[src/rtl/busmx_pkg.sv]
package busmx_pkg;

   // Park behaviour of an idle slave port (2-bit configuration field)
   typedef enum logic [1:0] {
      PARK_NONE     = 2'd0,
      PARK_LAST     = 2'd1,
      PARK_FIXED    = 2'd2,
      PARK_NONE_ALT = 2'd3
   } park_mode_e;

   // Index width for a count of n items, at least one bit
   function automatic int unsigned idx_w(input int unsigned n);
      return (n <= 1) ? 1 : $clog2(n);
   endfunction

endpackage

[src/rtl/busmx_decoder.sv]
module busmx_decoder #(
   parameter int unsigned AW    = 16,
   parameter int unsigned SEL_W = 3,
   parameter int unsigned N_SLV = 6
) (
   input  logic             req,
   input  logic [AW-1:0]    addr,
   output logic [N_SLV-1:0] sel,
   output logic             err
);

   localparam int unsigned CODES = 1 << SEL_W;

   initial begin
      assert (SEL_W >= 1 && SEL_W <= AW)
         else $error("busmx_decoder: SEL_W must lie in 1..AW");
      assert (N_SLV >= 1 && N_SLV <= CODES)
         else $error("busmx_decoder: N_SLV exceeds the code space");
   end

   logic [SEL_W-1:0] code;
   assign code = addr[AW-1 -: SEL_W];

   always_comb begin
      sel = '0;
      for (int s = 0; s < N_SLV; s++) begin
         if (req && (code == SEL_W'(s))) sel[s] = 1'b1;
      end
   end

   // A full code space has no hole; otherwise codes past the last slave are unmapped
   generate
      if (N_SLV == CODES) begin : g_full_map
         assign err = 1'b0;
      end else begin : g_part_map
         assign err = req && (32'(code) >= N_SLV);
      end
   endgenerate

endmodule

[src/rtl/busmx_port_arb.sv]
module busmx_port_arb
   import busmx_pkg::*;
#(
   parameter int unsigned N_MST  = 6,
   parameter int unsigned LIM_W  = 4,
   parameter int unsigned MIDX_W = 3
) (
   input  logic              clk,
   input  logic              rst_n,
   input  logic [N_MST-1:0]  req,
   input  logic [N_MST-1:0]  burst,
   input  logic [1:0]        park_mode,
   input  logic [MIDX_W-1:0] park_mst,
   input  logic [LIM_W-1:0]  slot_lim,
   output logic [N_MST-1:0]  gnt
);

   localparam logic [MIDX_W:0]   MCNT = (MIDX_W+1)'(N_MST);
   localparam logic [MIDX_W-1:0] MLST = MIDX_W'(N_MST - 1);

   initial begin
      assert (N_MST >= 1 && MIDX_W >= idx_w(N_MST))
         else $error("busmx_port_arb: MIDX_W too narrow for N_MST");
      assert (LIM_W >= 1)
         else $error("busmx_port_arb: LIM_W must be at least 1");
   end

   // Registered ownership state
   logic              own_vld, nxt_vld;
   logic [MIDX_W-1:0] own_idx, nxt_idx;
   logic [MIDX_W-1:0] ptr, nxt_ptr;
   logic [LIM_W-1:0]  cnt, nxt_cnt;

   logic [N_MST-1:0]  own_oh;
   logic              others, expired, hold;
   logic [MIDX_W-1:0] pick;

   always_comb begin
      own_oh = '0;
      if (own_vld) own_oh[own_idx] = 1'b1;
   end

   assign others  = |(req & ~own_oh);
   assign expired = (slot_lim != '0) && (cnt <= LIM_W'(1));
   assign hold    = own_vld && req[own_idx] && burst[own_idx] && !(expired && others);

   // Round-robin search starting at the pointer
   always_comb begin
      logic found;
      int   c;
      pick  = '0;
      found = 1'b0;
      for (int k = 0; k < N_MST; k++) begin
         c = int'(ptr) + k;
         if (c >= N_MST) c = c - N_MST;
         if (!found && req[c]) begin
            found = 1'b1;
            pick  = c[MIDX_W-1:0];
         end
      end
   end

   always_comb begin
      nxt_vld = own_vld;
      nxt_idx = own_idx;
      nxt_ptr = ptr;
      nxt_cnt = slot_lim;
      if (hold) begin
         nxt_cnt = (cnt == '0) ? '0 : cnt - 1'b1;
      end else if (|req) begin
         nxt_vld = 1'b1;
         nxt_idx = pick;
         nxt_ptr = (pick == MLST) ? '0 : pick + 1'b1;
      end else begin
         unique case (park_mode_e'(park_mode))
            PARK_LAST: begin
               nxt_vld = own_vld;
               nxt_idx = own_idx;
            end
            PARK_FIXED: begin
               nxt_vld = ({1'b0, park_mst} < MCNT);
               nxt_idx = ({1'b0, park_mst} < MCNT) ? park_mst : '0;
            end
            default: begin
               nxt_vld = 1'b0;
               nxt_idx = '0;
            end
         endcase
      end
   end

   always_ff @(posedge clk or negedge rst_n) begin
      if (!rst_n) begin
         own_vld <= 1'b0;
         own_idx <= '0;
         ptr     <= '0;
         cnt     <= '0;
      end else begin
         own_vld <= nxt_vld;
         own_idx <= nxt_idx;
         ptr     <= nxt_ptr;
         cnt     <= nxt_cnt;
      end
   end

   assign gnt = own_oh;

   // at most one owner per port
   a_r3_gnt_onehot: assert property (@(posedge clk) disable iff (!rst_n)
      $onehot0(gnt));

   // any request this cycle leaves the port owned next cycle
   a_r4_busy_granted: assert property (@(posedge clk) disable iff (!rst_n)
      (|req) |=> (|gnt));

   // an uncontended bursting owner keeps the port
   a_r10_burst_hold: assert property (@(posedge clk) disable iff (!rst_n)
      ((|(gnt & req & burst)) && ((req & ~gnt) == '0)) |=> (gnt == $past(gnt)));

   // park mode none releases an idle port
   a_r6_idle_release: assert property (@(posedge clk) disable iff (!rst_n)
      ((req == '0) && (park_mode == 2'd0)) |=> (gnt == '0));

endmodule

[src/rtl/busmx_wmux.sv]
module busmx_wmux #(
   parameter int unsigned N_MST = 6,
   parameter int unsigned DW    = 8
) (
   input  logic [N_MST-1:0]    gnt,
   input  logic [N_MST*DW-1:0] wdata,
   output logic [DW-1:0]       y
);

   // AND-OR select; the grant vector is one-hot or empty
   always_comb begin
      y = '0;
      for (int m = 0; m < N_MST; m++) begin
         y = y | (wdata[m*DW +: DW] & {DW{gnt[m]}});
      end
   end

endmodule

[src/rtl/busmx_arbiter.sv]
module busmx_arbiter
   import busmx_pkg::*;
#(
   parameter int unsigned N_MST  = 6,
   parameter int unsigned N_SLV  = 6,
   parameter int unsigned AW     = 16,
   parameter int unsigned SEL_W  = 3,
   parameter int unsigned DW     = 8,
   parameter int unsigned LIM_W  = 4,
   parameter int unsigned MIDX_W = idx_w(N_MST)
) (
   input  logic                    clk,
   input  logic                    rst_n,
   input  logic [N_MST-1:0]        m_req,
   input  logic [N_MST*AW-1:0]     m_addr,
   input  logic [N_MST-1:0]        m_burst,
   input  logic [N_MST*DW-1:0]     m_wdata,
   input  logic [2*N_SLV-1:0]      cfg_park_mode,
   input  logic [MIDX_W*N_SLV-1:0] cfg_park_mst,
   input  logic [LIM_W*N_SLV-1:0]  cfg_slot_lim,
   output logic [N_SLV*N_MST-1:0]  s_gnt,
   output logic [N_SLV*DW-1:0]     s_wdata,
   output logic [N_MST-1:0]        m_ready,
   output logic [N_MST-1:0]        m_dec_err
);

   initial begin
      assert (N_MST >= 1 && N_MST <= 32)
         else $error("busmx_arbiter: N_MST out of range");
      assert (N_SLV >= 1 && N_SLV <= (1 << SEL_W))
         else $error("busmx_arbiter: N_SLV does not fit the address code");
      assert (DW >= 1 && AW >= SEL_W)
         else $error("busmx_arbiter: bad data or address width");
   end

   logic [N_SLV-1:0] sel_m [N_MST];
   logic [N_MST-1:0] req_s [N_SLV];
   logic [N_MST-1:0] gnt_s [N_SLV];

   genvar gm, gs;

   generate
      for (gm = 0; gm < N_MST; gm++) begin : g_mst
         busmx_decoder #(.AW(AW), .SEL_W(SEL_W), .N_SLV(N_SLV)) dec_i (
            .req  (m_req[gm]),
            .addr (m_addr[gm*AW +: AW]),
            .sel  (sel_m[gm]),
            .err  (m_dec_err[gm])
         );

         // an unmapped request is never accepted
         a_r2_err_no_ready: assert property (@(posedge clk) disable iff (!rst_n)
            m_dec_err[gm] |-> !m_ready[gm]);
      end

      for (gs = 0; gs < N_SLV; gs++) begin : g_slv
         for (gm = 0; gm < N_MST; gm++) begin : g_xp
            assign req_s[gs][gm] = sel_m[gm][gs];
         end

         busmx_port_arb #(.N_MST(N_MST), .LIM_W(LIM_W), .MIDX_W(MIDX_W)) arb_i (
            .clk       (clk),
            .rst_n     (rst_n),
            .req       (req_s[gs]),
            .burst     (m_burst),
            .park_mode (cfg_park_mode[2*gs +: 2]),
            .park_mst  (cfg_park_mst[MIDX_W*gs +: MIDX_W]),
            .slot_lim  (cfg_slot_lim[LIM_W*gs +: LIM_W]),
            .gnt       (gnt_s[gs])
         );

         busmx_wmux #(.N_MST(N_MST), .DW(DW)) mux_i (
            .gnt   (gnt_s[gs]),
            .wdata (m_wdata),
            .y     (s_wdata[gs*DW +: DW])
         );

         assign s_gnt[gs*N_MST +: N_MST] = gnt_s[gs];
      end
   endgenerate

   always_comb begin
      m_ready = '0;
      for (int m = 0; m < N_MST; m++) begin
         for (int s = 0; s < N_SLV; s++) begin
            if (sel_m[m][s] && gnt_s[s][m]) m_ready[m] = 1'b1;
         end
      end
   end

endmodule

[config.mk]
export PLATFORM = sky130hd
export DESIGN_NAME = busmx_arbiter
export DESIGN_NICKNAME = d
export VERILOG_FILES = /design/src/rtl/busmx_pkg.sv /design/src/rtl/busmx_decoder.sv /design/src/rtl/busmx_port_arb.sv /design/src/rtl/busmx_wmux.sv /design/src/rtl/busmx_arbiter.sv
export SDC_FILE = /design/constraint.sdc
export NUM_CORES = 1
export LEC_CHECK = 0
export CAP_MARGIN = 10
export CORE_MARGIN = 2
export CORE_UTILIZATION = 55
export CTS_BUF_LIST = sky130_fd_sc_hd__clkbuf_16
export DETAILED_ROUTE_END_ITERATION = 6
export DONT_BUFFER_PORTS = 1
export PLACE_DENSITY = 0.72
export SLEW_MARGIN = 10
export SYNTH_ARGS = -nofsm -noshare
export SYNTH_HDL_FRONTEND = slang
export SYNTH_SLANG_ARGS = --single-unit
export TNS_END_PERCENT = 50
[constraint.sdc]
create_clock -name clk -period 4.58 [get_ports clk]
set_input_delay 0.458 -clock clk [delete_from_list [all_inputs] [get_ports clk]]
set_output_delay 0.458 -clock clk [all_outputs]
set_load 0.005 [all_outputs]
Yosys cells after proc, flatten, opt, wreduce, memory -nomap -nowiden
Cells that the tools add are included.
{"block": "word_totals", "regBits": 66, "inputBits": 212, "output_inout_bits": 96, "elab_cells": 936}
{"block": "op_classes", "add_sub_neg": 78, "n_lt_le_gt_ge": 102, "n_eq_ne": 54, "n_mux": 372, "n_bitwise": 84, "reduce_logical": 222}
{"cell": "less-than comparator 32 x 5 -> 1 bit, second input constant", "count": 36}
{"cell": "two-way mux 32 bit", "count": 36}
{"cell": ">= comparator 32 x 3 -> 1 bit, second input constant", "count": 30}
{"cell": "subtractor 32 x 3 -> 32 bit, second input constant", "count": 30}
{"cell": "bitwise AND 8 bit", "count": 36}
{"cell": "bitwise OR 8 bit", "count": 30}
{"cell": "two-way mux 1 bit", "count": 198}
{"cell": "two-way mux 3 bit", "count": 54}
{"cell": "binary-select mux 1 bit (select 3 bit)", "count": 48}
{"cell": "logical AND 1 bit", "count": 144}
{"cell": "OR reduction 6 bit", "count": 12}
{"cell": "== test 3 bit, second input constant", "count": 18}
{"cell": "adder 3 x 2 -> 4 bit, second input constant", "count": 12}
{"cell": "adder 3 x 3 -> 4 bit, second input constant", "count": 12}
{"cell": "two-way mux 4 bit", "count": 12}
{"cell": "bitwise AND 6 bit", "count": 6}
{"cell": "== test 3 x 2 -> 1 bit, second input constant", "count": 12}
{"cell": ">= comparator 3 bit, second input constant", "count": 12}
{"cell": "zero test 1 bit", "count": 36}
{"cell": "two-way mux 6 bit", "count": 6}
{"cell": "inverter 6 bit", "count": 6}
{"cell": "one-hot mux 3 bit (2 select lines)", "count": 6}
{"cell": "adder 3 x 1 -> 4 bit, second input constant", "count": 6}
{"cell": "less-or-equal comparator 4 x 1 -> 1 bit, second input constant", "count": 6}
{"cell": "17 further kinds", "count": 108}

Logic depth before layout (Yosys ltp)
Gate-level depths: netlist (run 1).
{"block": "logic_depth", "depth_word": 24, "depth_mapped": 15, "mapped_depth_nobuf": 15}

Cells and area by module
Synthesis (run 1) repeated with hierarchy kept, for this count alone.
{"block": "hier_totals", "hier_cells": 1584, "area_unflattened_um2": 12031.5}
{"module": "busmx_port_arb (g_slv[1].arb_i ...)", "n_inst": 4, "cells_each": 217, "area_per_inst_um2": 1650.3, "seq_area_each_um2": 275.3}
{"module": "busmx_port_arb (g_slv[0].arb_i ...)", "n_inst": 2, "cells_each": 211, "area_per_inst_um2": 1637.8, "seq_area_each_um2": 275.3}
{"module": "busmx_wmux", "n_inst": 6, "cells_each": 38, "area_per_inst_um2": 250.2, "seq_area_each_um2": 0.0}
{"module": "busmx_decoder", "n_inst": 6, "cells_each": 7, "area_per_inst_um2": 81.3, "seq_area_each_um2": 0.0}
{"module": "busmx_arbiter", "n_inst": 1, "cells_each": 24, "area_per_inst_um2": 165.2, "seq_area_each_um2": 0.0}

Worst setup path after synthesis (run 1)
OpenSTA, ideal clock, no wires.
{"block": "synth_timing", "path_kind": "register -> register", "startpoint": "reg g_slv[2].arb_i.ptr[1]", "endpoint": "reg g_slv[2].arb_i.ptr[2]", "setup_ns": 0.076, "arrival_time_ns": 3.367, "required_time_ns": 4.504, "setup_slack_ns": 1.136, "path_stages_with_launch": 13, "path_buffers": 1, "period_less_slack_ns": 3.444, "path_cell_list": "dfrtp_1 clkbuf_1 inv_1 ha_1 xnor2_1 nor3_1 o311ai_0 o211a_1 nor3_1 o211a_1 a211oi_2 mux2_2 o21ai_1"}
{"block": "synth_via", "elab_chain_cells": 23, "word_cells_on_any_way": 65, "cone_classes": "12 x add/sub; 6 x order compare; 1 x eq/ne; 36 x mux; 10 x reduce/logical"}
{"item": "from (decl)", "line_no": "busmx_port_arb.sv:31", "text": "logic [MIDX_W-1:0] ptr, nxt_ptr;"}
{"item": "from (signal assigned)", "line_no": "busmx_port_arb.sv:101", "text": "ptr <= nxt_ptr;"}
{"item": "branches (longest 20 deep; another with subtractor 32 x 3 -> 32 bit)"}
{"item": "two-way mux 3 bit (*)", "line_no": "busmx_port_arb.sv:56", "text": "if (!found && req[c]) begin"}
{"item": "adder 3 x 1 -> 3 bit / == test 3 bit (equally long branches)", "line_no": "busmx_port_arb.sv:73", "text": "nxt_ptr = (pick == MLST) ? '0 : pick + 1'b1;"}
{"item": "two-way mux 3 bit (*)", "line_no": "busmx_port_arb.sv:73"}
Mark *: on every way between the ends. The select of a mux whose other input is x is not followed.
A chain may end at the register's enable or synchronous reset.

Worst setup path in the final report (run 1)
{"block": "layout_timing", "startpoint": "reg g_slv[1].arb_i.ptr[1]", "endpoint": "reg g_slv[1].arb_i.ptr[0]"}
{"block": "layout_via", "elab_chain_cells": 23, "word_cells_on_any_way": 65, "cone_classes": "12 x add/sub; 6 x order compare; 1 x eq/ne; 36 x mux; 10 x reduce/logical"}
{"item": "from (decl)", "line_no": "busmx_port_arb.sv:31"}
{"item": "from (signal assigned)", "line_no": "busmx_port_arb.sv:101"}
{"item": "branches (longest 20 deep; another with subtractor 32 x 3 -> 32 bit)"}
{"item": "two-way mux 3 bit (*)", "line_no": "busmx_port_arb.sv:56"}
{"item": "adder 3 x 1 -> 3 bit / == test 3 bit (equally long branches)", "line_no": "busmx_port_arb.sv:73"}
{"item": "two-way mux 3 bit (*)", "line_no": "busmx_port_arb.sv:73"}
Marked as above.

==> results of run 1 <==
[logic make-up (layout without fill, tap and decap cells)]
kind of cell    after synthesis  count (layout)  share of synthesized area (%)
flops                        66              66                          13.80
simple gates                634             634                          29.48
mux                          92              92                          9.036
buf+inv                     178             130                          6.306
xor+xnor                     35              35                          2.782
fa+ha+maj                    60              60                          6.275
compound gates              553             553                          32.32
[metal layers]
layer	routed length [µm]	share of wire (%)	track usage, %
met2	20060	42	62.56
met5	0	0	1.136
met1	17240	36	48.10
met4	3759	7.9	23.64
met3	6559	14	15.96
[flip-flops by register name, summed over array words and instances (netlist names)]
name	count
g_slv.arb_i.cnt	24
g_slv.arb_i.own_idx	18
g_slv.arb_i.ptr	18
g_slv.arb_i.own_vld	6
[cells in the mapped netlist (all sizes together) (8+ instances only)]
cell	count	share of area (%)
a22oi	162	10
nor2	135	4.2
nand2	109	3.4
nand3	92	3.8
o21ai	90	3.8
a21oi	79	3.3
clkbuf	78	2.5
dfrtp	66	14
inv	64	2.0
nor3	62	2.6
ha	60	6.3
mux2i	60	5.1
a31oi	40	2.2
buf	36	1.8
nand2b	34	1.8
o22ai	27	1.4
xnor2	27	2.1
nand4b	24	1.8
mux2	23	2.2
and3	20	1.0
nand4	19	0.99
a21o	17	1.1
nor2b	16	0.84
and2	14	0.73
o31ai	14	1.1
nand3b	13	0.82
a211oi	11	0.88
and4bb	11	1.2
nand4bb	11	1.0
nor4	11	0.75
o211ai	11	0.69
and4b	10	0.84
or3	10	0.52
mux4	9	1.7
nor3b	8	0.50
nor4b	8	0.74
o221ai	8	0.59
o311ai	8	0.59
or2	8	0.42
xor2	8	0.65
[metrics by stage]
stage	instance area, µm²	std cells	setup WS [ps]
finish	12590	1845	636.8
global placement	12230	1827	780.0
detailed placement	12230	1827	687.4
floorplan	11960	1618	1136
global route	12590	1845	241.1
CTS	12580	1844	684.7
[layout make-up]
type,instances,area [µm²]
inverters,64,240.2
clock buffers,9,225.2
fillers,1972,8563
clock inverters,7,98.84
well taps,275,344.1
flip-flops and latches,66,1652
repair buffers,50,397.9
multi-input cells,1374,9633
[worst reg2reg max path, cell delays in order, from the launching register on]
cell and delay [ps]:
dfrtp_1 470, inv_1 150, ha_1 550, o21ai_0 160, mux2i_1 330, mux4_2 370, mux2i_1 250, nand2b_1 180
nor4_1 470, a221oi_1 240, ha_1 270, and2_1 150, o31ai_1 260
[cells in the final DEF (no fill, tap or decap), types with 8 or more instances in the layout]
master,instances
and2_1,14
nand3_1,92
a21o_1,17
nor2_1,135
and4b_1,10
nand3b_1,13
clkbuf_16,9
nand4_1,19
dfrtp_1,66
nand4b_1,24
nor2b_1,16
nand4bb_1,11
nand2_1,108
a211oi_1,8
xnor2_1,26
nor3_2,14
mux4_2,9
a21oi_1,78
o221ai_1,8
mux2_2,21
o22ai_1,27
o211ai_1,11
ha_1,60
nor4_1,9
buf_4,48
o31ai_1,11
or3_1,10
a22oi_1,161
o21ai_1,17
nand2b_1,34
o21ai_0,72
and4bb_2,9
inv_1,60
a31oi_1,38
nor3_1,48
mux2i_1,56
and3_1,20
[worst max path at each step]
stage / to / slack (ps) / from / cells after the start
after global placement: g_slv[2].arb_i.ptr[2] / 780 / g_slv[2].arb_i.ptr[1] / 12
after detailed placement: g_slv[2].arb_i.ptr[2] / 690 / g_slv[2].arb_i.ptr[1] / 10
after CTS: g_slv[2].arb_i.ptr[2] / 680 / g_slv[2].arb_i.ptr[1] / 10
after floorplan: g_slv[2].arb_i.ptr[2] / 1140 / g_slv[2].arb_i.ptr[1] / 12
final: g_slv[1].arb_i.ptr[0] / 640 / g_slv[1].arb_i.ptr[1] / 12
after global routing: g_slv[2].arb_i.ptr[2] / 240 / g_slv[2].arb_i.ptr[1] / 10
[where the power goes]
part	total, mW	switching [mW]	internal [mW]
Sequential	1.29	0.474	0.812
Clock	0.815	0.332	0.483
Combinational	6.75	4.11	2.64
Total	8.85	4.92	3.93
[repair_timing]
item                      4_1_cts  5_1_grt
hold endpoints to repair       66       21
hold buffers                    1        1
resized for setup               0        0
setup buffers                   0        0
==> metrics.md, run 1 <==
| Metric | Value |
|---|---|
| Run status | complete, but fails checks |
| Failing checks | design-rule violations |
| GRT overflow | 0 |
| Mapped Area | approximately 12,000 µm² |
| Largest net degree at the start of global routing | 67 |
| Cell variety after synth | 102 |
| Mapped Avg Cell Area | 7.394 µm² |
| Warnings, synthesis | 0 |
| Crit end category | flop |
| Clk buf depth | 2 |
| Reg2reg end | g_slv[1].arb_i.ptr[0] |
| Clk sinks | between 60 and 70 |
| Share of layout cells above drive strength 1 | 10.70% |
| TritonCTS buffer count | 9 |
| Critical path peak fanout | 13 |
| Syn nets | 1,890 |
| Flop2flop setup slack | 640 ps |
| Final-report max-slew violation count | 0 |
| Reg2reg start | g_slv[1].arb_i.ptr[1] |
| Die Wd | 151.5 µm |
| Final setup fails | 0 |
| FP Rows | between 50 and 60 |
| RSZ-0062 raised after global routing | false |
| Clk slew on worst S/H paths | 70 ps |
| Placer congestion estimate | between 1 and 1.5 |
| WP data required | 4830 ps |
| Category of the worst setup path launch point | flop |
| Register area share after synthesis | between 10% and 20% |
| I/O Pins | 308 |
| Register-to-Register Path Depth | 12 |
| Hold Path Origin | cfg_slot_lim[6] |
| Max Cap Viol | 0 |
| Drt first pass iters | 7 |
| Dominant synthesized flop cell | dfrtp_1 |
| Fmax achieved | 253.6 MHz |
| Placed wire-length estimate | 35,540 µm |
| CTS tree | yes |
| Crit path DAT | 4200 ps |
| Fin crit share | between 80% and 90% |
| Worst path slowest cell | ha_1 |
| Worst VDD drop | 318.3 µV |
| Synthesized flop and latch total | 66 |
| Post-synth EDFFs | 0 |
| Crit path kind | flop to flop |
| Crit-path leading delay family | multiplexers |
| Iteration-0 DRC Markers | 1,554 |
| Vias in the first global route | ~13,000 |
| Final Skew | 8.819 ps |
| Total track usage | 40.70% |
| Htree depth | 3 |
| Crit path cell chain | inv_1 -> ha_1 -> o21ai_0 -> mux2i_1 -> mux4_2 -> mux2i_1 -> nand2b_1 -> nor4_1 -> a221oi_1 -> ha_1 -> and2_1 -> o31ai_1 |
| Drt drc | 71 |
| Initial Util | a little under three fifths |
| Hold Fails Final Rpt | 0 |
| DIE HEIGHT | 151.5 µm |
| Power, Total | 8.852 mW |
| Fin nets | 1,837 |
| Hold Path Stages | 1 |
| First-pass GRT wire length | 72,040 µm |
| Pin slew with the least headroom to its limit | about 1000 ps |
| Final ANT Viol Nets | 0 |
| Wire per inst | 25.81 µm |
| Vias | 13,700 |
| Hold slack | ~220 ps |
| Crit path largest cell delay | 550 ps |
| Leak | 4.972 nW |
| Hold Crit Class | input port to flop |
| Clock root buffer | clkbuf_16 |
| Antenna diode count | 0 |
| Pwr Density | 703.1 nW/µm² |
| Total die area | 22,950 µm² |
| Async S/R FF share, synth | 100.0% |
| Area growth from synthesis to layout | 5.239% |
| Max-slew headroom | around 34% |
| Post-Route Setup TNS | 0 ps |
| Initial antenna violation count | 0 |
| Routed WL | 47,620 µm |
| Util after Layout | 59.52% |
| Vias per cell | between 7 and 8 |
| Mapped Cells | approximately 1,600 |
| Crit path buf inv count | 1 |
| Skew-Pair Late Insertion Delay | about 360 ps |
| Core Region | about 21,000 µm² |
| Fin crit period | roughly 3900 ps |
| # port buffers | 0 |
| WHS Endpoint | g_slv[1].arb_i.cnt[2] |
Power figures use the tool's default switching activity.
==> run 2: changes to the inputs <==
Settings changed: CELL_PAD_IN_SITES_DETAIL_PLACEMENT from default to 1, CELL_PAD_IN_SITES_GLOBAL_PLACEMENT from default to 1, CORE_UTILIZATION 55 to 48, PLACE_DENSITY 0.72 to 0.85, SYNTH_HIERARCHICAL from default to 1.
==> run 2 against run 1 <==
Against the previous run:
- the flow now finishes without violations
- total power increased by 14%
- via count is 0.53% higher
- flip-flop and latch count is the same
- final cell count up 1.6%
- clock power fell by 8.1%
- synthesized cell count is 2.1% lower
- critical path type unchanged
- largest cell class unchanged
==> metrics.md, run 2 <==
| Metric | Value |
|---|---|
| Run status | complete, no violations |
| Most frequent cell after synthesis | a22oi_1 |
| Fin crit share | 88.50% |
| Area growth from synthesis to layout | 3.931% |
| Flop2flop setup slack | 530 ps |
| Total track usage | 37.63% |
| Most frequent cells in the layout | a22oi_1 (168), nand3_1 (118), nand2_1 (116) |
| Vias in the first global route | 13,740 |
| Post-CTS setup buffer count | 0 |
| Clk buf depth | 2 |
| Die Wd | 162.3 µm |
| Mapped Avg Cell Area | 7.596 µm² |
| Hold Fails Final Rpt | 0 |
| Total die area | 26,350 µm² |
| Wire per inst | 27.20 µm |
| Clock root buffer | clkbuf_16 |
| Placed wire-length estimate | 38,350 µm |
| First-pass GRT wire length | 78,050 µm |
| Iteration-0 DRC Markers | 1,831 |
| Register area share after synthesis | 13.73% |
| Synth area leader | dfrtp_1 |
| Critical path peak fanout | 19 |
| Worst path slowest cell | dfrtp_1 |
| Busiest grt layer | met2 |
| Leak | 4.705 nW |
| Final Instance Area | ~13,000 µm² |
| Clk sinks | 66 |
| GRT overflow | 0 |
| Post-synth EDFFs | 0 |
| Skew-Pair Late Insertion Delay | between 300 and 400 ps |
| Crit end category | flop |
| Placer congestion estimate | 1.004 |
| Mapped Area | 12,030 µm² |
| Largest net degree at the start of global routing | 67 |
| Routed WL | a little over 50,000 µm |
| M1 GR Usage | 45.22% |
| Share of layout cells above drive strength 1 | between 10% and 20% |
| TritonCTS buffer count | 9 |
| Vias per cell | 7.351 |
| Max-slew headroom | about 6.8% |
| Initial antenna violation count | 2 |
| Most used cell, CP | ha_1 |
| Pwr Density | 808.5 nW/µm² |
| # port buffers | 0 |
| Fmax achieved | 246.7 MHz |
| DIE HEIGHT | 162.3 µm |
| Cell variety after synth | 81 |
| Met2 usage in global routing | 59.28% |
| Most flops, register | g_slv.arb_i/cnt |
| Htree depth | 3 |
| Largest register FFs | 24 |
| Mapped Cells | 1,584 |
| Pin slew with the least headroom to its limit | roughly 1400 ps |
| Synthesized flop and latch total | 66 |
| Crit-path leading delay family | compound AO/OA/AOI/OAI gates |
| Crit path buf inv count | 1 |
| Final-report max-slew violation count | 0 |
| Max Cap Viol | 0 |
| Synth cell count leaders | a22oi_1 (168), nand3_1 (118), nand2_1 (116), nor2_1 (114), o21ai_0 (90) |
| Share of the synthesized area in the top cell type | roughly 14% |
| Async S/R FF share, synth | 100.0% |
| Fin crit period | 4053 ps |
| Most common cell after layout, fill and taps aside | a22oi_1 |
| Vias | 13,780 |
| WP data required | around 4900 ps |
| Register-to-Register Path Depth | 12 |
| Crit path DAT | 4320 ps |
| CTS tree | yes |
| Fin nets | 1,814 |
| Reg2reg end | g_slv[0].arb_i/ptr[2] |
| Crit path cell chain | ha_1 -> xor2_2 -> inv_2 -> ha_1 -> a211oi_2 -> o21ai_0 -> xor2_1 -> nor3b_1 -> o311a_2 -> o32ai_2 -> mux2_4 -> mux2i_4 |
| WHS Endpoint | g_slv[4].arb_i/cnt[3] |
| Fill cells | 3,094 |
| Crit path largest cell delay | 820 ps |
| Biggest regs | g_slv.arb_i/cnt x24, g_slv.arb_i/own_idx x18, g_slv.arb_i/ptr x18 |
| Hold Path Origin | cfg_slot_lim[19] |
| Syn nets | 1,856 |
| Drt drc | 0 |
| Category of the worst setup path launch point | flop |
| Met3 Track Usage GR | 12.87% |
| Initial Util | roughly half |
| Clk slew on worst S/H paths | around 60 ps |
| Core Region | around 24,000 µm² |
| Placed instance area | 12,150 µm² |
| Reg2reg start | g_slv[0].arb_i/ptr[0] |
| Hold Path Stages | 2 |
| Crit path kind | flop to flop |
| Final Skew | 9.327 ps |
| Drt first pass iters | 6 |
| Dominant synthesized flop cell | dfrtp_1 |
| Warnings, synthesis | 6 |
| RSZ-0062 raised after global routing | false |
| Final setup fails | 0 |
| Final ANT Viol Nets | 0 |
| Top post-synthesis cells by area | dfrtp_1 (14%), a22oi_1 (10%), ha_1 (6.2%) |
| Post-Route Setup TNS | 0 ps |
| Worst VDD drop | 423.9 µV |
| Hold Crit Class | input port to flop |
| I/O Pins | 308 |
| FP Rows | 57 |
[run 2: cell count changes after synthesis, sizes merged, moves of 16 or more]
cell / delta
a31oi: -26
o22ai: -17
o31ai: +16
nor2: -21
clkbuf: -56
a211oi: +17
nand3: +28
nand4b: -24
buf: +26
[run 2: how the worst max path moves through the flow]
stage,cells past startpoint,end,slack (ps),startpoint
floorplan,13,g_slv[0].arb_i/ptr[2],1330,g_slv[0].arb_i/ptr[0]
global placement,12,g_slv[0].arb_i/ptr[2],820,g_slv[0].arb_i/ptr[0]
detailed placement,12,g_slv[0].arb_i/ptr[2],620,g_slv[0].arb_i/ptr[0]
CTS,12,g_slv[0].arb_i/ptr[2],580,g_slv[0].arb_i/ptr[0]
global route,12,g_slv[0].arb_i/ptr[2],230,g_slv[0].arb_i/ptr[0]
finish,12,g_slv[0].arb_i/ptr[2],530,g_slv[0].arb_i/ptr[0]
[run 2: stage by stage]
| step | power [mW] | hold WS, ps | setup slack (ps) | utilization [%] | std cells |
|---|---|---|---|---|---|
| 6_report | 10.11 | 244.2 | 526.6 | 51.12 | 1874 |
| 5_1_grt | 10.84 | 244.3 | 230.2 | 51.09 | 1871 |
| 4_1_cts | 9.861 | 240.2 | 584.9 | 51.06 | 1870 |
| 3_5_place_dp | 9.025 | 164.0 | 616.3 | 49.67 | 1852 |
| 3_3_place_gp | 8.629 | 164.0 | 816.0 | 49.67 | 1852 |
| 2_1_floorplan | 7.360 | 162.4 | 1332 | - | 1584 |
[run 2: final cells by class]
cell class                      count  area [µm²]  area share (%)
Inverter                           64       240.2           1.921
Sequential cell                    66        1652           13.21
Timing Repair Buffer               31       255.2           2.041
Clock buffer                        9       225.2           1.801
Tap cell                          324       405.4           3.242
Clock inverter                      7       77.57          0.6204
Multi-Input combinational cell   1370        9642           77.11
Antenna cell                        3       7.507         0.06004
[run 2: repair_timing]
| item | 4_1_cts | 5_1_grt |
|---|---|---|
| resized for setup | 0 | 0 |
| endpoints found under the hold margin | 66 | 0 |
| hold buffers | 2 | 0 |
[run 2: metal layers]
metal,up-vias,wire [µm],share of wire (%)
met4,2,3258,6.4
met1,6669,19270,38
met2,804,22220,44
met5,-,11,0.022
li1,6059,-,-
met3,241,6221,12
[run 2: logic make-up after synthesis]
logic type,after synthesis,synth area share [%]
muxes,80,7.633
and+or+nand+nor,618,28.79
xor gates and xnor gates,40,3.037
adders and majority gates,60,6.240
DFF,66,13.73
buffers and inverters,148,6.676
AOI/OAI and AO/OA,572,33.90
[run 2: report_power, final]
group | total [mW] | internal, mW | switching, mW
logic | 7.96 | 3.08 | 4.87
clock network | 0.749 | 0.427 | 0.322
registers | 1.40 | 0.819 | 0.583
total | 10.1 | 4.33 | 5.78
==> run 3: changes to the inputs <==
Clock period 4.58 ns to 4.4 ns, I/O delays scaled along.
==> run 3 against run 2 <==
Against the previous run:
- global-route usage up 0.54 points
- via count down 0.54%
- combinational power up 4.8%
- largest power group unchanged
==> metrics.md, run 3 (synthesized netlist as in run 2, its figures left out) <==
| Metric | Value |
|---|---|
| Crit path cell chain | inv_1 -> ha_1 -> ha_1 -> a211oi_2 -> o21ai_0 -> xor2_1 -> nor3b_1 -> o311a_2 -> o32ai_2 -> mux2_4 -> mux2i_4 |
| Leak | 4.723 nW |
| Met3 wire length | between 5000 and 6000 µm |
| FP Rows | 57 |
| Post-Route Setup TNS | 0 ps |
| Final setup fails | 0 |
| Finished Layout Cells | ~1,900 |
| Worst VDD drop | ~430 µV |
| Most used cell, CP | ha_1 |
| Routed WL | 51,130 µm |
| Crit end category | flop |
| First-pass GRT wire length | about 79,000 µm |
| Placed instance area | approximately 12,000 µm² |
| Reg2reg end | g_slv[5].arb_i/ptr[2] |
| GRT overflow | 0 |
| TritonCTS buffer count | 9 |
| Post-cts sizing count | 0 |
| Fin crit share | 90.03% |
| WP data required | 4690 ps |
| Most common cell after layout, fill and taps aside | a22oi_1 |
| Crit path buf inv count | 1 |
| Core Region | around 24,000 µm² |
| Placer congestion estimate | about 0.97 |
| Clk sinks | 66 |
| Pwr Density | roughly 850 nW/µm² |
| Skew-Pair Late Insertion Delay | 360 ps |
| Wire per inst | 27.30 µm |
| Clk slew on worst S/H paths | 60 ps |
| Max Cap Viol | 0 |
| Final-report max-slew violation count | 0 |
| Crit-path leading delay family | compound AO/OA/AOI/OAI gates |
| Post-CTS Hold Buffers | 2 |
| Run status | complete, no violations |
| Htree depth | 3 |
| Iteration-0 DRC Markers | between 1,000 and 1,500 |
| Pin slew with the least headroom to its limit | 1355 ps |
| Final Skew | 8.046 ps |
| Most flops, register | g_slv.arb_i/cnt |
| CTS tree | yes |
| RSZ-0062 raised after global routing | false |
| Vias | 13,700 |
| Biggest regs | g_slv.arb_i/cnt x24, g_slv.arb_i/own_idx x18, g_slv.arb_i/ptr x18 |
| Crit path largest cell delay | 560 ps |
| Final Instance Area | roughly 13,000 µm² |
| Initial antenna violation count | 1 |
| Initial Util | 49.18% |
| Hold slack | about 220 ps |
| Crit path DAT | approximately 4300 ps |
| DIE HEIGHT | 162.3 µm |
| Placed wire-length estimate | 37,930 µm |
| M1 WL | 19,510 µm |
| Share of layout cells above drive strength 1 | 11.43% |
| Total die area | 26,350 µm² |
| Hold Crit Class | input port to flop |
| Clk buf depth | 2 |
| Top layer in use | met4 |
| I/O Pins | 308 |
| Max-slew headroom | a little under a tenth |
| Vias per cell | 7.314 |
| Final ANT Viol Nets | 0 |
| Hold Path Stages | 2 |
| Fin crit period | 3961 ps |
| Largest net degree at the start of global routing | 67 |
| Hold Path Origin | cfg_slot_lim[23] |
| Fin nets | 1,815 |
| Category of the worst setup path launch point | flop |
| Post-CTS setup buffer count | 0 |
| Die Wd | 162.3 µm |
| Fill cells | 3,084 |
| Placed Cells | approximately 1,900 |
| Drt first pass iters | 7 |
| Util after Layout | roughly half |
| Flop2flop setup slack | 440 ps |
| Most frequent cells in the layout | a22oi_1 (168), nand3_1 (118), nand2_1 (116) |
| # port buffers | 0 |
| Largest register FFs | 24 |
| Worst path slowest cell | dfrtp_1 |
| Critical path peak fanout | 18 |
| Area growth from synthesis to layout | 4.337% |
| Drt drc | 0 |
| Register-to-Register Path Depth | 11 |
| Total track usage | a little under two fifths |
| WHS Endpoint | g_slv[5].arb_i/cnt[3] |
| Met2 WL | 22,410 µm |
| Vias in the first global route | 13,940 |
| Fmax achieved | about 250 MHz |
| Hold Fails Final Rpt | 0 |
| Reg2reg start | g_slv[5].arb_i/ptr[1] |
| Clock root buffer | clkbuf_16 |
| Crit path kind | flop to flop |
==> run 3: changes by cell type in the layout (fill, tap and decap cells not counted), sizes merged <==
cell,change
buf,+1
diode,-2
bufinv,+2
inv,-2
clkinv,-2
clkinvlp,+2
==> run 3: worst max path at each step <==
stage | cells past startpoint | start | to | slack [ps]
floorplan | 13 | g_slv[0].arb_i/ptr[0] | g_slv[0].arb_i/ptr[2] | 1150
global placement | 11 | g_slv[5].arb_i/ptr[1] | g_slv[5].arb_i/ptr[2] | 650
detailed placement | 11 | g_slv[5].arb_i/ptr[1] | g_slv[5].arb_i/ptr[2] | 520
CTS | 11 | g_slv[5].arb_i/ptr[1] | g_slv[5].arb_i/ptr[2] | 510
global route | 11 | g_slv[5].arb_i/ptr[1] | g_slv[5].arb_i/ptr[2] | 210
finish | 11 | g_slv[5].arb_i/ptr[1] | g_slv[5].arb_i/ptr[2] | 440
==> run 3: stage by stage <==
step	setup WS (ps)	total power, mW
global placement	648.9	9.029
detailed placement	524.6	9.399
global route	212.0	11.40
CTS	511.3	10.38
finish	438.9	10.62
floorplan	1152	7.661
==> run 3: layout make-up <==
class | count | area [µm²] | share of cell area (%)
Sequential cell | 66 | 1652 | 13.16
Clock buffer | 9 | 225.2 | 1.794
Multi-Input combinational cell | 1370 | 9648 | 76.86
Timing Repair Buffer | 32 | 262.8 | 2.093
Antenna cell | 1 | 2.502 | 0.01993
Clock inverter | 7 | 117.6 | 0.9369
Inverter | 64 | 240.2 | 1.914
Tap cell | 324 | 405.4 | 3.229
==> run 3: metal layers <==
metal,vias to the layer above,global-route usage (%)
met5,-,0
met4,0,23.25
met3,218,12.54
met2,775,59.21
met1,6651,45.87
li1,6056,-
==> run 3: power by group <==
part	internal [mW]	total [mW]	switching (mW)	leakage [nW]
clock network	0.553	0.875	0.322	0.159
logic	3.21	8.34	5.13	3.77
registers	0.854	1.41	0.560	0.793
total	4.61	10.6	6.01	4.72
==> run 3: worst reg2reg max path, cell delays in order (launching register included) <==
cell and delay, ps:
dfrtp_1 560, inv_1 240, ha_1 560, ha_1 320
a211oi_2 210, o21ai_0 150, xor2_1 350, nor3b_1 100
o311a_2 450, o32ai_2 460, mux2_4 360, mux2i_4 120
